File: src/rtl/cbf_pkg.sv
package cbf_pkg;

    localparam int CC_W   = 4;
    localparam int OPND_W = 16;
    localparam int TGT_W  = 32;
    localparam int CNS_W  = 2;

    typedef enum logic [1:0] {
        CLS_OTHER = 2'd0,
        CLS_CMP   = 2'd1,
        CLS_TEST  = 2'd2,
        CLS_JCC   = 2'd3
    } icls_e;

    typedef struct packed {
        logic              vld;
        icls_e             cls;
        logic [CC_W-1:0]   cc;
        logic [OPND_W-1:0] opa;
        logic [OPND_W-1:0] opb;
        logic [TGT_W-1:0]  tgt;
    } slot_t;

    typedef struct packed {
        logic              vld;
        logic              fused;
        icls_e             cls;
        logic [CC_W-1:0]   cc;
        logic [OPND_W-1:0] opa;
        logic [OPND_W-1:0] opb;
        logic [TGT_W-1:0]  tgt;
        logic              wide;
    } uop_t;

    // Compare pairs only with flag conditions drawn from carry and zero,
    // or the signed relations; overflow, sign and parity tests are refused.
    function automatic logic cmp_cc_fusible(input logic [CC_W-1:0] cc);
        logic ok;
        case (cc)
            4'h0, 4'h1, 4'h8, 4'h9, 4'hA, 4'hB: ok = 1'b0;
            default:                            ok = 1'b1;
        endcase
        return ok;
    endfunction

endpackage

File: src/rtl/cbf_pair_check.sv
module cbf_pair_check
    import cbf_pkg::*;
(
    input  logic            head_vld,
    input  icls_e           head_cls,
    input  logic            tail_vld,
    input  icls_e           tail_cls,
    input  logic [CC_W-1:0] tail_cc,
    output logic            fuse_ok
);
    logic head_flags;
    logic tail_branch;

    always_comb begin
        tail_branch = tail_vld && (tail_cls == CLS_JCC);
        case (head_cls)
            CLS_TEST: head_flags = 1'b1;
            CLS_CMP:  head_flags = cmp_cc_fusible(tail_cc);
            default:  head_flags = 1'b0;
        endcase
        fuse_ok = head_vld && tail_branch && head_flags;
    end
endmodule

File: src/rtl/cbf_op_build.sv
module cbf_op_build
    import cbf_pkg::*;
(
    input  slot_t              head,
    input  logic [CC_W-1:0]    tail_cc,
    input  logic [TGT_W-1:0]   tail_tgt,
    input  logic               fuse_ok,
    input  logic               wide,
    output uop_t               uop,
    output logic [CNS_W-1:0]   consumed
);
    always_comb begin
        uop      = '0;
        consumed = '0;
        if (head.vld) begin
            uop.vld  = 1'b1;
            uop.cls  = head.cls;
            uop.opa  = head.opa;
            uop.opb  = head.opb;
            uop.wide = wide;
            if (fuse_ok) begin
                uop.fused = 1'b1;
                uop.cc    = tail_cc;
                uop.tgt   = tail_tgt;
                consumed  = CNS_W'(2);
            end else begin
                uop.cc    = head.cc;
                uop.tgt   = head.tgt;
                consumed  = CNS_W'(1);
            end
        end
    end
endmodule

File: src/rtl/cbf_assist_ctr.sv
module cbf_assist_ctr #(
    parameter int CNT_W = 8
) (
    input  logic             clk,
    input  logic             rst,
    input  logic             pulse,
    output logic [CNT_W-1:0] count
);
    localparam logic [CNT_W-1:0] CNT_MAX = '1;

    always_ff @(posedge clk) begin
        if (rst)
            count <= '0;
        else if (pulse && (count != CNT_MAX))
            count <= count + 1'b1;
    end


    assist_inc_chk: assert property (@(posedge clk) disable iff (rst)
        (pulse && count != CNT_MAX) |=> count == $past(count) + 1'b1);

    assist_sat_chk: assert property (@(posedge clk) disable iff (rst)
        (pulse && count == CNT_MAX) |=> count == CNT_MAX);

    assist_hold_chk: assert property (@(posedge clk) disable iff (rst)
        !pulse |=> $stable(count));
endmodule

File: src/rtl/cmpbr_fuse.sv
module cmpbr_fuse
    import cbf_pkg::*;
#(
    parameter int ASSIST_W = 8
) (
    input  logic                clk,
    input  logic                rst,
    input  logic                mode64,
    input  logic                s0_vld,
    input  logic [1:0]          s0_cls,
    input  logic [CC_W-1:0]     s0_cc,
    input  logic [OPND_W-1:0]   s0_opa,
    input  logic [OPND_W-1:0]   s0_opb,
    input  logic [TGT_W-1:0]    s0_tgt,
    input  logic                s1_vld,
    input  logic [1:0]          s1_cls,
    input  logic [CC_W-1:0]     s1_cc,
    input  logic [TGT_W-1:0]    s1_tgt,
    input  logic                assist_in,
    output logic                u_vld,
    output logic                u_fused,
    output logic [1:0]          u_cls,
    output logic [CC_W-1:0]     u_cc,
    output logic [OPND_W-1:0]   u_opa,
    output logic [OPND_W-1:0]   u_opb,
    output logic [TGT_W-1:0]    u_tgt,
    output logic                u_wide,
    output logic [CNS_W-1:0]    u_consumed,
    output logic [ASSIST_W-1:0] assist_cnt
);
    slot_t            head;
    logic             fuse_ok;
    uop_t             uop_nxt;
    uop_t             uop_q;
    logic [CNS_W-1:0] cns_nxt;
    logic [CNS_W-1:0] cns_q;

    always_comb begin
        head.vld = s0_vld;
        head.cls = icls_e'(s0_cls);
        head.cc  = s0_cc;
        head.opa = s0_opa;
        head.opb = s0_opb;
        head.tgt = s0_tgt;
    end

    cbf_pair_check pair_i (
        .head_vld (s0_vld),
        .head_cls (icls_e'(s0_cls)),
        .tail_vld (s1_vld),
        .tail_cls (icls_e'(s1_cls)),
        .tail_cc  (s1_cc),
        .fuse_ok  (fuse_ok)
    );

    cbf_op_build build_i (
        .head     (head),
        .tail_cc  (s1_cc),
        .tail_tgt (s1_tgt),
        .fuse_ok  (fuse_ok),
        .wide     (mode64),
        .uop      (uop_nxt),
        .consumed (cns_nxt)
    );

    always_ff @(posedge clk) begin
        if (rst) begin
            uop_q <= '0;
            cns_q <= '0;
        end else begin
            uop_q <= uop_nxt;
            cns_q <= cns_nxt;
        end
    end

    cbf_assist_ctr #(.CNT_W(ASSIST_W)) assist_i (
        .clk   (clk),
        .rst   (rst),
        .pulse (assist_in),
        .count (assist_cnt)
    );

    assign u_vld      = uop_q.vld;
    assign u_fused    = uop_q.fused;
    assign u_cls      = uop_q.cls;
    assign u_cc       = uop_q.cc;
    assign u_opa      = uop_q.opa;
    assign u_opb      = uop_q.opb;
    assign u_tgt      = uop_q.tgt;
    assign u_wide     = uop_q.wide;
    assign u_consumed = cns_q;


    fused_two_chk: assert property (@(posedge clk) disable iff (rst)
        u_fused |-> (u_vld && u_consumed == CNS_W'(2)));

    idle_zero_chk: assert property (@(posedge clk) disable iff (rst)
        !u_vld |-> (u_consumed == '0 && !u_fused));

    cmp_cc_chk: assert property (@(posedge clk) disable iff (rst)
        (u_fused && u_cls == CLS_CMP) |-> cmp_cc_fusible(u_cc));

    no_branch_chk: assert property (@(posedge clk) disable iff (rst)
        (!s1_vld || s1_cls != CLS_JCC) |=> !u_fused);

    issue_lat_chk: assert property (@(posedge clk) disable iff (rst)
        s0_vld |=> (u_vld && u_consumed != '0));

    wide_copy_chk: assert property (@(posedge clk) disable iff (rst)
        s0_vld |=> u_wide == $past(mode64));
endmodule

File: config.mk
export PLATFORM = sky130hd
export DESIGN_NAME = cmpbr_fuse
export DESIGN_NICKNAME = d
export VERILOG_FILES = /design/src/rtl/cbf_pkg.sv /design/src/rtl/cbf_pair_check.sv /design/src/rtl/cbf_op_build.sv /design/src/rtl/cbf_assist_ctr.sv /design/src/rtl/cmpbr_fuse.sv
export SDC_FILE = /design/constraint.sdc
export NUM_CORES = 1
export LEC_CHECK = 0
export ABC_AREA = 1
export BUFFER_PORTS_ARGS = -buffer_cell sky130_fd_sc_hd__buf_2
export CORE_ASPECT_RATIO = 1.75
export CORE_MARGIN = 2
export CORE_UTILIZATION = 35
export CTS_CLUSTER_DIAMETER = 120
export DETAILED_ROUTE_END_ITERATION = 10
export GPL_ROUTABILITY_DRIVEN = 1
export PLACE_DENSITY = 0.68
export SLEW_MARGIN = 20
export SYNTH_ARGS = -nofsm -noshare
export SYNTH_HDL_FRONTEND = slang
export SYNTH_SLANG_ARGS = --single-unit
File: constraint.sdc
create_clock -name clk -period 3.3 [get_ports clk]
set_input_delay 0 -clock clk [delete_from_list [all_inputs] [get_ports clk]]
set_output_delay 0 -clock clk [all_outputs]
set_load 0.05 [all_outputs]
# Word-level counts from Yosys, hierarchy flattened
# Index checks and enable logic that the tools add are counted.
# word_totals
reg_bits,83
inputBits,114
out_inout_bits,83
# classes
addsub,1
n_eq_ne,9
muxes,7
bitwise_logic,1
reduce_logical,7
# ops
operator,n
$mux 73,1
$mux 32,1
$eq 4x4->1 const B,4
$add 8x1->8 const B,1
$ne 8x8->1 const B,1
$reduce_or 6->1,1
$eq 2x2->1 const B,2
$eq 4x1->1 const B,1
$logic_and 1x1->1,4
$logic_not 4->1,1
$mux 4,1
$eq 2x1->1 const B,1
$mux 1,2
$mux 2,1
$pmux 1 s2,1
$reduce_or 2->1,1
$not 1->1,1

# Longest topological paths before layout
# Gate-level depths: netlist (run 1).
# logic_depth
ltp_word,7
depth_mapped,9
ltp_nobuf,8

# Cells and area by module
# From an unflattened synthesis (run 1), not the netlist that was laid out.
# unflattened
hier_cells,530
area_unflattened_um2,3624.7
# modules_own_cells
module,n_inst,cells_each,area_per_inst_um2
cmpbr_fuse,1,233,2138.3
cbf_op_build,1,204,917.1
cbf_assist_ctr,1,77,484.2
cbf_pair_check,1,16,85.1

# Least setup slack after synthesis (run 1)
# OpenSTA, ideal clock, no wires.
# synth_timing
path_type,flip-flop to flip-flop
start,register assist_i.count[0]
end,register assist_i.count[4]
setup_time_ns,0.113
t_arrival_ns,1.560
t_required_ns,3.187
slack_ns,1.627
stages_incl_launch_ff,10
synth_period_minus_slack_ns,1.673
path_cell_list,dfxtp_1 -> ha_1 -> nand2_1 -> nor2_2 -> nand2_1 -> buf_6 -> nand3_1 -> nand2_1 -> nand2_1 -> nor2_1
# synth_between
elab_chain_len,2
elab_cells_between_ends,3
cone_classes,1 x add/sub; 1 x eq/ne; 1 x reduce/logical
# synth_lines
element,line,text
from (decl),cbf_assist_ctr.sv:7,output logic [CNT_W-1:0] count
from (signal assigned),cbf_assist_ctr.sv:15,count <= count + 1'b1;
"parallel branches: the longest is 2 deep, another holds $add 8x1->8",--,
# Parallel ways; which one is timed is not known.
# A chain may end at the register's enable or synchronous reset.

# Final worst setup path (run 1)
# layout_timing
start,input s0_cls[0]
end,register uop_q (netlist bit u_tgt[21])
# layout_between
elab_chain_len,4
elab_cells_between_ends,5
cone_classes,2 x eq/ne; 2 x mux; 1 x reduce/logical
# layout_lines
element,line,text
from (decl),cmpbr_fuse.sv:10,"input logic [1:0] s0_cls,"
$eq 2x1->1 / $eq 2x2->1 (equally long branches),cbf_pair_check.sv:16,case (head_cls)
$pmux 1 s2 *,cbf_pair_check.sv:16,
$logic_and 1x1->1 *,cbf_pair_check.sv:21,fuse_ok = head_vld && tail_branch && head_flags;
$mux 32 *,cbf_op_build.sv:21,if (fuse_ok) begin
to (signal assigned),cmpbr_fuse.sv:71,uop_q <= uop_nxt;
to (decl),cmpbr_fuse.sv:34,uop_t uop_q;
# Mark *: on every way between the ends. The rest lies on a longest branch, timed or not.

==> results.yml, run 1 <==
floorplanning:
  fp.dieW_um: 74.7
  die_area_um2: 9550
  ios: 197
  start_util_pct: 35.6
  core_um2: 8610
  die_h_um: 128
  num_rows: 45
grt:
  grt_pass1_vias: 3602
  grt_pass1_wl_um: 15600
  grt_max_degree: 49
  track_usage_pct: 21.3
  antenna_found_initial: 0
  grt.overflow.total: 0
setup_path:
  path_class: "in2reg"
  end_kind: "flop"
  critical-path-max-stage-delay_ns: 0.57
  cp.required_ns: 3.52
  critPathArrivalTime_ns: 2.82
  r2r_start: "assist_i.count[0]"
  cp_cell_sequence: "dlygate4sd3_1 > buf_2 > inv_1 > ha_1 > nor3_4 > nand2_4 > nand3_1 > nand2_1 > dlygate4sd3_1"
  critPathMaxFanout: 37
  worst_setup_path_start_kind: "primary input"
  setup.worst_path.start: "s0_cls[0]"
  cp_common_cell: "dlygate4sd3_1"
  crit_slowest_cell: "nor3_4"
detailed_routing:
  dr.pass1.iters: 6
  drc: 0
  drt-total-wl_um: 10300
  vias: 3587
  initialDrtViolationCount: 109
  via_per_inst: 4.63
  antenna_left: 0
  wl_per_cell_um: 13.3
layout:
  nets: 769
  final_cells: 774
  final_area_um2: 5330
  layout-drive-gt1-share_pct: 33.6
  antennaDiodeCount: 0
  syn_to_final_growth_pct: 74.1
timing:
  fin_crit_ns: 2.60
  holdWs_ns: 0.0431
  hold_viol: 0
  finalCritPeriodShare_pct: 78.9
  fmax_mhz: 384
  slew_headroom_pct: 50.1
  setup_violations: 0
  tns_ns: 0
  rsz0062_at_grt: "false"
  fin_skew_ns: 0.00107
  slew_viol_final: 0
  worst-slew-pin-transition_ns: 0.746
power_and_ir_drop:
  p_sw_uw: 670
  p_leak_nw: 2.94
  internal_power_mw: 1.73
  ir_drop_mv: 0.292
  pwr_density_cell_nw_per_um2: 451
  combPwrFrac_pct: 18.0
  swShare_pct: 27.9
  p_clk_share_pct: 38.8
  seq_power_share_pct: 43.2
logic_synthesis:
  synthCells: 360
  synth-seq-cells: 82
  syn_nets: 477
  synth.distinct_cells: 23
  ys_seq_area_share_pct: 53.6
  avgSynthCellArea_um2: 8.51
  yosysWarnings: 0
  netlist_area_um2: 3060
hold_path:
  holdCritPathClass: "in2reg"
  min_from: "assist_in"
cts:
  numCtsBuffers: 9
  cts_setup_buffers: 0
  cts_tree: "built"
  cts.sinks: 82
  cts_buffer_depth: 2
  insertion_delay_ns: 0.33
  cts_htree_levels: 3
  clk_pin_slew_ns: 0.06
  clk_root_buffer_cell: "clkbuf_16"
placement:
  gp_congestion: 0.808
  numPortBuffers: 196
  placed_cell_area_um2: 3970
  dp_hpwl_um: 6130
  dp.cells: 650
outcome:
  status: "completed"
job:
  cap_violations: 0
==> logic make-up after synthesis <==
kind of cell	count (synthesis)	share of synthesized area, %
and+or+nand+nor	197	30.5
DFF	82	53.6
buffers and inverters	72	13.6
AOI/OAI and AO/OA	6	1.10
adders and majority gates	3	1.23
==> power groups by stage <==
stage | Clock [mW] | Sequential (mW) | Combinational (mW)
after floorplan | 0 | 1.20 | 0.0885
after global placement | 0 | 1.06 | 0.331
after detailed placement | 0 | 1.06 | 0.335
after CTS | 0.953 | 1.04 | 0.426
after global routing | 0.997 | 1.04 | 0.461
final | 0.934 | 1.04 | 0.432
==> critical path: cells and delay by family <==
kind,cells,cell delay (ns)
adder cells (fa/ha/maj),1,0.32
AND/OR/NAND/NOR,4,1.22
buffers and inverters,4,1.25
==> final timing paths <==
| check | end | slack [ns] | cells after the start |
|---|---|---|---|
| setup / recovery | u_tgt[21] | 0.70 | 9 |
| hold / removal | assist_i.count[3] | 0.04 | 3 |
| setup reg to reg | assist_i.count[7] | 1.70 | 8 |
| hold reg to reg | assist_i.count[7] | 0.52 | 2 |
==> sequential cells by signal, summed over array words and instances, names as in the netlist <==
signal	cells
u_vld	1
u_wide	1
u_opb	16
u_cc	4
u_opa	16
u_fused	1
u_consumed	1
u_cls	2
u_tgt	32
assist_i.count	8
==> placed cells by master (no fill, tap or decap) <==
| cell | count |
|---|---|
| nand2_4 | 1 |
| inv_2 | 2 |
| nand3b_1 | 1 |
| o21bai_1 | 1 |
| clkbuf_1 | 1 |
| inv_1 | 45 |
| a31oi_1 | 1 |
| nor3_1 | 1 |
| nor2_2 | 1 |
| buf_2 | 196 |
| nor3_4 | 1 |
| dfxtp_1 | 82 |
| a21oi_1 | 4 |
| clkbuf_8 | 1 |
| ha_1 | 3 |
| clkinvlp_4 | 3 |
| nand2_2 | 1 |
| clkinv_4 | 2 |
| nand2_1 | 59 |
| dlygate4sd3_1 | 108 |
| nand4_1 | 41 |
| clkbuf_16 | 9 |
| nor2_1 | 47 |
| nand3_2 | 1 |
| buf_4 | 2 |
| nand3_1 | 42 |
| nor2_4 | 1 |
==> repair_timing <==
action	in CTS	in global routing
endpoints found under the hold margin	75	0
gates resized for setup	0	0
hold buffers	108	0
==> synth_stat cells <==
cell type,count,area (um2)
nand2_2,1,6.26
inv_1,45,169
dfxtp_1,82,1640
nand2_4,1,11.3
nor2_1,47,176
o21bai_1,1,7.51
buf_2,7,35.0
buf_4,4,30.0
a21oi_1,4,20.0
nor2_2,2,12.5
nand4_1,41,257
nor3_4,1,16.3
nor3_1,1,5.00
ha_1,3,37.5
nand3_1,42,210
inv_2,2,7.51
clkbuf_1,1,3.75
buf_6,10,113
nand3b_1,1,7.51
a31oi_1,1,6.26
nand2_1,59,221
buf_12,3,60.1
nand3_2,1,10.0
==> metal layers <==
layer  vias up  part of all wire [%]  global-route usage (%)
met4         0                   3.4                    10.7
met2       195                    53                    39.6
li1       1743                     -                       -
met1      1618                    36                    19.4
met5         -                     0                       0
met3        31                   7.9                    7.39
==> through the flow <==
stage               power, mW  utilization, %  setup slack, ns
global route             2.50            61.9            0.500
CTS                      2.42            61.9            0.729
detailed placement       1.40            46.1             1.44
floorplan                1.29               -             1.63
global placement         1.39            46.1             1.51
finish                   2.41            61.9            0.695
==> area by class of cell <==
type / instances / area (um2)
Sequential cell: 82 / 1640
Clock inverter: 5 / 40.0
Clock buffer: 11 / 243
Timing Repair Buffer: 306 / 2080
Fill cell: 735 / 3280
Tap cell: 117 / 146
Multi-Input combinational cell: 206 / 1010
Inverter: 47 / 176
No activity file was read; power rests on OpenSTA's default activity.
==> run 2: changes to the inputs <==
- PLACE_DENSITY: 0.68 -> 0.71
- clock period: 3.3 -> 2.3 ns (I/O delays scaled with it)
==> run 2 against run 1 <==
  * Routed wire length is 1.4% lower
  * Clock power grew 70%
  * Worst hold slack improved by 0.0068 ns
  * Cell count increased by 0.13%
  * Power grew 54%
  * Global-route usage fell by 0.41 points
  * Combinational power is 44% higher
  * Die area is the same
  * Design area up 1.4%
  * Clock skew grew 0.0065 ns
  * Critical path type unchanged
  * Highest routed layer unchanged
==> results.yml, run 2 (synthesis gave the netlist of run 1 again) <==
power_and_ir_drop:
  pwr_density_cell_nw_per_um2: 684
  p_leak_nw: 2.99
  internal_power_mw: 2.77
  p_clk_share_pct: 42.8
  swShare_pct: 25.1
  combPwrFrac_pct: 16.8
  ir_drop_mv: 0.497
  power_mw: 3.70
  seq_power_share_pct: 40.3
  p_sw_uw: 929
layout:
  mostFrequentLayoutCells: "buf_2 (196), dlygate4sd3_1 (108), dfxtp_1 (82), nand2_1 (59), nor2_1 (47)"
  antennaDiodeCount: 0
  layout_commonest_cell: "buf_2"
  layout-drive-gt1-share_pct: 33.7
  syn_to_final_growth_pct: 76.6
  nets: 770
  largest_register_ffs: 32
cts:
  insertion_delay_ns: 0.33
  clk_root_buffer_cell: "clkbuf_16"
  cts_htree_levels: 3
  cts_setup_buffers: 0
  cts.sinks: 82
  cts_buffer_depth: 2
  cts_tree: "built"
  clk_pin_slew_ns: 0.06
  numCtsBuffers: 9
  cts_resized: 0
  hold_buffers: 108
placement:
  place_ws_ns: 0.643
  gp_congestion: 0.794
  dp_hpwl_um: 6110
  numPortBuffers: 196
setup_path:
  cp.required_ns: 2.56
  path_class: "in2reg"
  end_kind: "flop"
  worst_setup_path_start_kind: "primary input"
  critPathArrivalTime_ns: 2.30
  critPathMaxFanout: 52
timing:
  hold_viol: 0
  worst-slew-pin-transition_ns: 0.630
  setup_ws_ns: 0.265
  rsz0062_at_grt: "false"
  slew_viol_final: 0
  fin_skew_ns: 0.00758
  tns_ns: 0
  slew_headroom_pct: 57.9
  finalCritPeriodShare_pct: 88.5
  fmax_mhz: 492
  setup_violations: 0
  fin_crit_ns: 2.03
detailed_routing:
  drt-total-wl_um: 10200
  vias: 3560
  drc: 0
  dr.pass1.iters: 4
  initialDrtViolationCount: 136
  wl_per_cell_um: 13.1
  via_per_inst: 4.59
  antenna_left: 0
floorplanning:
  fp.dieW_um: 74.7
  num_rows: 45
  die_area_um2: 9550
  ios: 197
  core_um2: 8610
  start_util_pct: 35.6
  die_h_um: 128
grt:
  grt_max_degree: 53
  track_usage_pct: 20.9
  grt_pass1_wl_um: 15300
  grt_pass1_vias: 3534
  antenna_found_initial: 0
  grt.overflow.total: 0
hold_path:
  holdCritPathClass: "in2reg"
outcome:
  status: "completed"
job:
  cap_violations: 0
==> run 2: layout make-up <==
class / instances / area (um2)
Inverter: 47 / 176
Clock inverter: 3 / 68.8
Fill cell: 677 / 3200
Tap cell: 117 / 146
Sequential cell: 82 / 1640
Timing Repair Buffer: 307 / 2100
Clock buffer: 13 / 270
Multi-Input combinational cell: 206 / 1010
==> run 2: critical path, cell delays in order <==
cell and delay, ns:
dlygate4sd3_1 0.53, buf_2 0.17, nor2_4 0.46, buf_12 0.29, nand4_1 0.12, nand2_1 0.12
dlygate4sd3_1 0.57
==> run 2: through the flow <==
step / area, um2 / util [%] / instances / hold slack (ns)
6_report: 5410 / 62.8 / 775 / 0.0499
2_1_floorplan: 3060 / - / 360 / 0.0691
3_3_place_gp: 3990 / 46.3 / 651 / 0.211
3_5_place_dp: 3990 / 46.3 / 651 / 0.219
5_1_grt: 5410 / 62.8 / 775 / 0.0554
4_1_cts: 5410 / 62.8 / 775 / 0.0369
==> run 2: path summary, 6_finish.rpt <==
check | from | end | slack (ns) | depth (start not counted)
setup / recovery | rst | u_tgt[10] | 0.27 | 7
setup reg to reg | assist_i.count[0] | assist_i.count[7] | 0.69 | 8
hold / removal | assist_in | assist_i.count[3] | 0.05 | 3
hold reg to reg | assist_i.count[7] | assist_i.count[7] | 0.53 | 2
==> run 2: metal layers <==
metal / part of all wire [%] / routed length [um] / vias to the layer above / global-route usage (%)
li1: - / - / 1743 / -
met1: 36 / 3700 / 1625 / 19.6
met2: 53 / 5390 / 165 / 38.9
met5: 0 / 0 / - / 0
met3: 7.2 / 727 / 27 / 6.45
met4: 3.3 / 340 / 0 / 10.1
==> run 2: power by group through the flow <==
stage	clock network [mW]	registers [mW]	logic, mW
2_1_floorplan	0	1.72	0.127
3_3_place_gp	0	1.52	0.479
3_5_place_dp	0	1.52	0.483
4_1_cts	1.61	1.49	0.614
5_1_grt	1.68	1.50	0.666
6_report	1.59	1.49	0.623
==> run 3: changes to the inputs <==
- clock period: 2.3 -> 1.8 ns (I/O delays scaled with it)
==> run 3 against run 2 <==
  * Sequential cell count is the same
  * Clock-buffer cell count shrank 2
  * Worst setup slack lost 0.17 ns
==> results.yml, run 3 (synthesis gave the netlist of run 1 again) <==
layout:
  antennaDiodeCount: 0
  largest_register_ffs: 32
  layout-drive-gt1-share_pct: 34.1
  final_cells: 777
  syn_to_final_growth_pct: 76.1
  layout_commonest_cell: "buf_2"
  mostFrequentLayoutCells: "buf_2 (196), dlygate4sd3_1 (108), dfxtp_1 (82), nand2_1 (59), nor2_1 (47)"
  nets: 772
power_and_ir_drop:
  ir_drop_mv: 0.597
  p_leak_nw: 2.98
  power_mw: 4.58
  pwr_density_cell_nw_per_um2: 850
grt:
  grt_max_degree: 45
  grt.overflow.total: 0
  grt_pass1_wl_um: 16000
  track_usage_pct: 21.8
  antenna_found_initial: 0
  grt_pass1_vias: 3600
detailed_routing:
  antenna_left: 0
  initialDrtViolationCount: 72
  drt-total-wl_um: 10500
  wl_per_cell_um: 13.5
  drc: 0
  vias: 3592
  dr.pass1.iters: 4
  via_per_inst: 4.62
timing:
  fin_skew_ns: 0.00311
  tns_ns: 0
  finalCritPeriodShare_pct: 94.4
  setup_violations: 0
  fmax_mhz: 588
  hold_viol: 0
  slew_headroom_pct: 57.0
  worst-slew-pin-transition_ns: 0.644
  slew_viol_final: 0
  fin_crit_ns: 1.70
  rsz0062_at_grt: "false"
floorplanning:
  die_h_um: 128
  start_util_pct: 35.6
  die_area_um2: 9550
  ios: 197
  num_rows: 45
  core_um2: 8610
  fp.dieW_um: 74.7
hold_path:
  min_from: "assist_in"
  whs_path_depth: 3
  hold_end: "assist_i.count[3]"
  holdCritPathClass: "in2reg"
setup_path:
  critPathArrivalTime_ns: 1.97
  timing.rr.end: "assist_i.count[7]"
  cp.required_ns: 2.07
  reg2regPathDepth: 8
  r2r_setup_slack_ns: 0.20
  cp_common_cell: "dlygate4sd3_1"
  cp_cell_sequence: "dlygate4sd3_1 > buf_2 > nor2_4 > buf_4 > nand4_1 > nand2_1 > dlygate4sd3_1"
  r2r_start: "assist_i.count[0]"
  path_class: "in2reg"
  end_kind: "flop"
  worst_setup_path_start_kind: "primary input"
  crit_slowest_cell: "dlygate4sd3_1"
  critPathMaxFanout: 29
  critical-path-max-stage-delay_ns: 0.55
cts:
  cts_buffer_depth: 2
  cts_tree: "built"
  clk_root_buffer_cell: "clkbuf_16"
  numCtsBuffers: 9
  clk_pin_slew_ns: 0.06
  cts.sinks: 82
  insertion_delay_ns: 0.33
  cts_setup_buffers: 0
  cts_htree_levels: 3
placement:
  gp_congestion: 0.833
  dp_hpwl_um: 6210
  dp.cells: 653
  numPortBuffers: 196
outcome:
  status: "completed"
job:
  cap_violations: 0
[run 3: changes by cell type in the layout (fill, tap and decap cells not counted), sizes merged]
cell	before	now
clkbuf	13	11
clkinvlp	0	3
buf	199	201
bufinv	2	1
[run 3: cell type report]
cell class                      count  area [um2]
Fill cell                         712        3220
Timing Repair Buffer              309        2110
Sequential cell                    82        1640
Multi-Input combinational cell    206        1010
Clock buffer                       11         253
Inverter                           47         176
Tap cell                          117         146
Clock inverter                      5        61.3
[run 3: power breakdown]
part           total, mW  internal (mW)  leakage, nW  switching [mW]
Clock               1.88           1.15        0.144           0.724
Sequential          1.91           1.89        0.673          0.0209
Combinational      0.799          0.324         2.16           0.475
[run 3: worst max path at each step]
stage | from | depth (start not counted) | to
floorplan | assist_i.count[0] | 9 | assist_i.count[4]
global placement | assist_i.count[0] | 8 | assist_i.count[7]
detailed placement | assist_i.count[0] | 8 | assist_i.count[7]
CTS | rst | 7 | u_tgt[3]
global route | rst | 7 | u_tgt[29]
finish | rst | 7 | u_tgt[21]
[run 3: what timing repair did]
item / 4_1_cts / 5_1_grt
hold buffers: 108 / 0
setup endpoints to repair: 0 / 22
hold endpoints to repair: 75 / 0
gates resized for setup: 0 / 2
[run 3: per-stage QoR]
step	setup slack, ns	utilization (%)	hold WS, ns	instance area, um2
global placement	0.343	46.3	0.211	3990
global route	0.00413	62.6	0.0557	5400
floorplan	0.127	-	0.0691	3060
CTS	0.0543	62.5	0.0314	5390
detailed placement	0.260	46.3	0.218	3990
finish	0.100	62.6	0.0504	5400
[run 3: metal layers]
metal	track usage [%]	up-vias	routed length, um
met1	20.3	1648	3670
li1	-	1748	-
met3	6.05	30	782
met2	40.9	166	5700
met5	0	-	0
met4	11.2	0	323
[run 3: critical path, delay by kind of cell]
family | cells | cell delay, ns
buffers and inverters | 4 | 1.56
and+or+nand+nor | 3 | 0.39
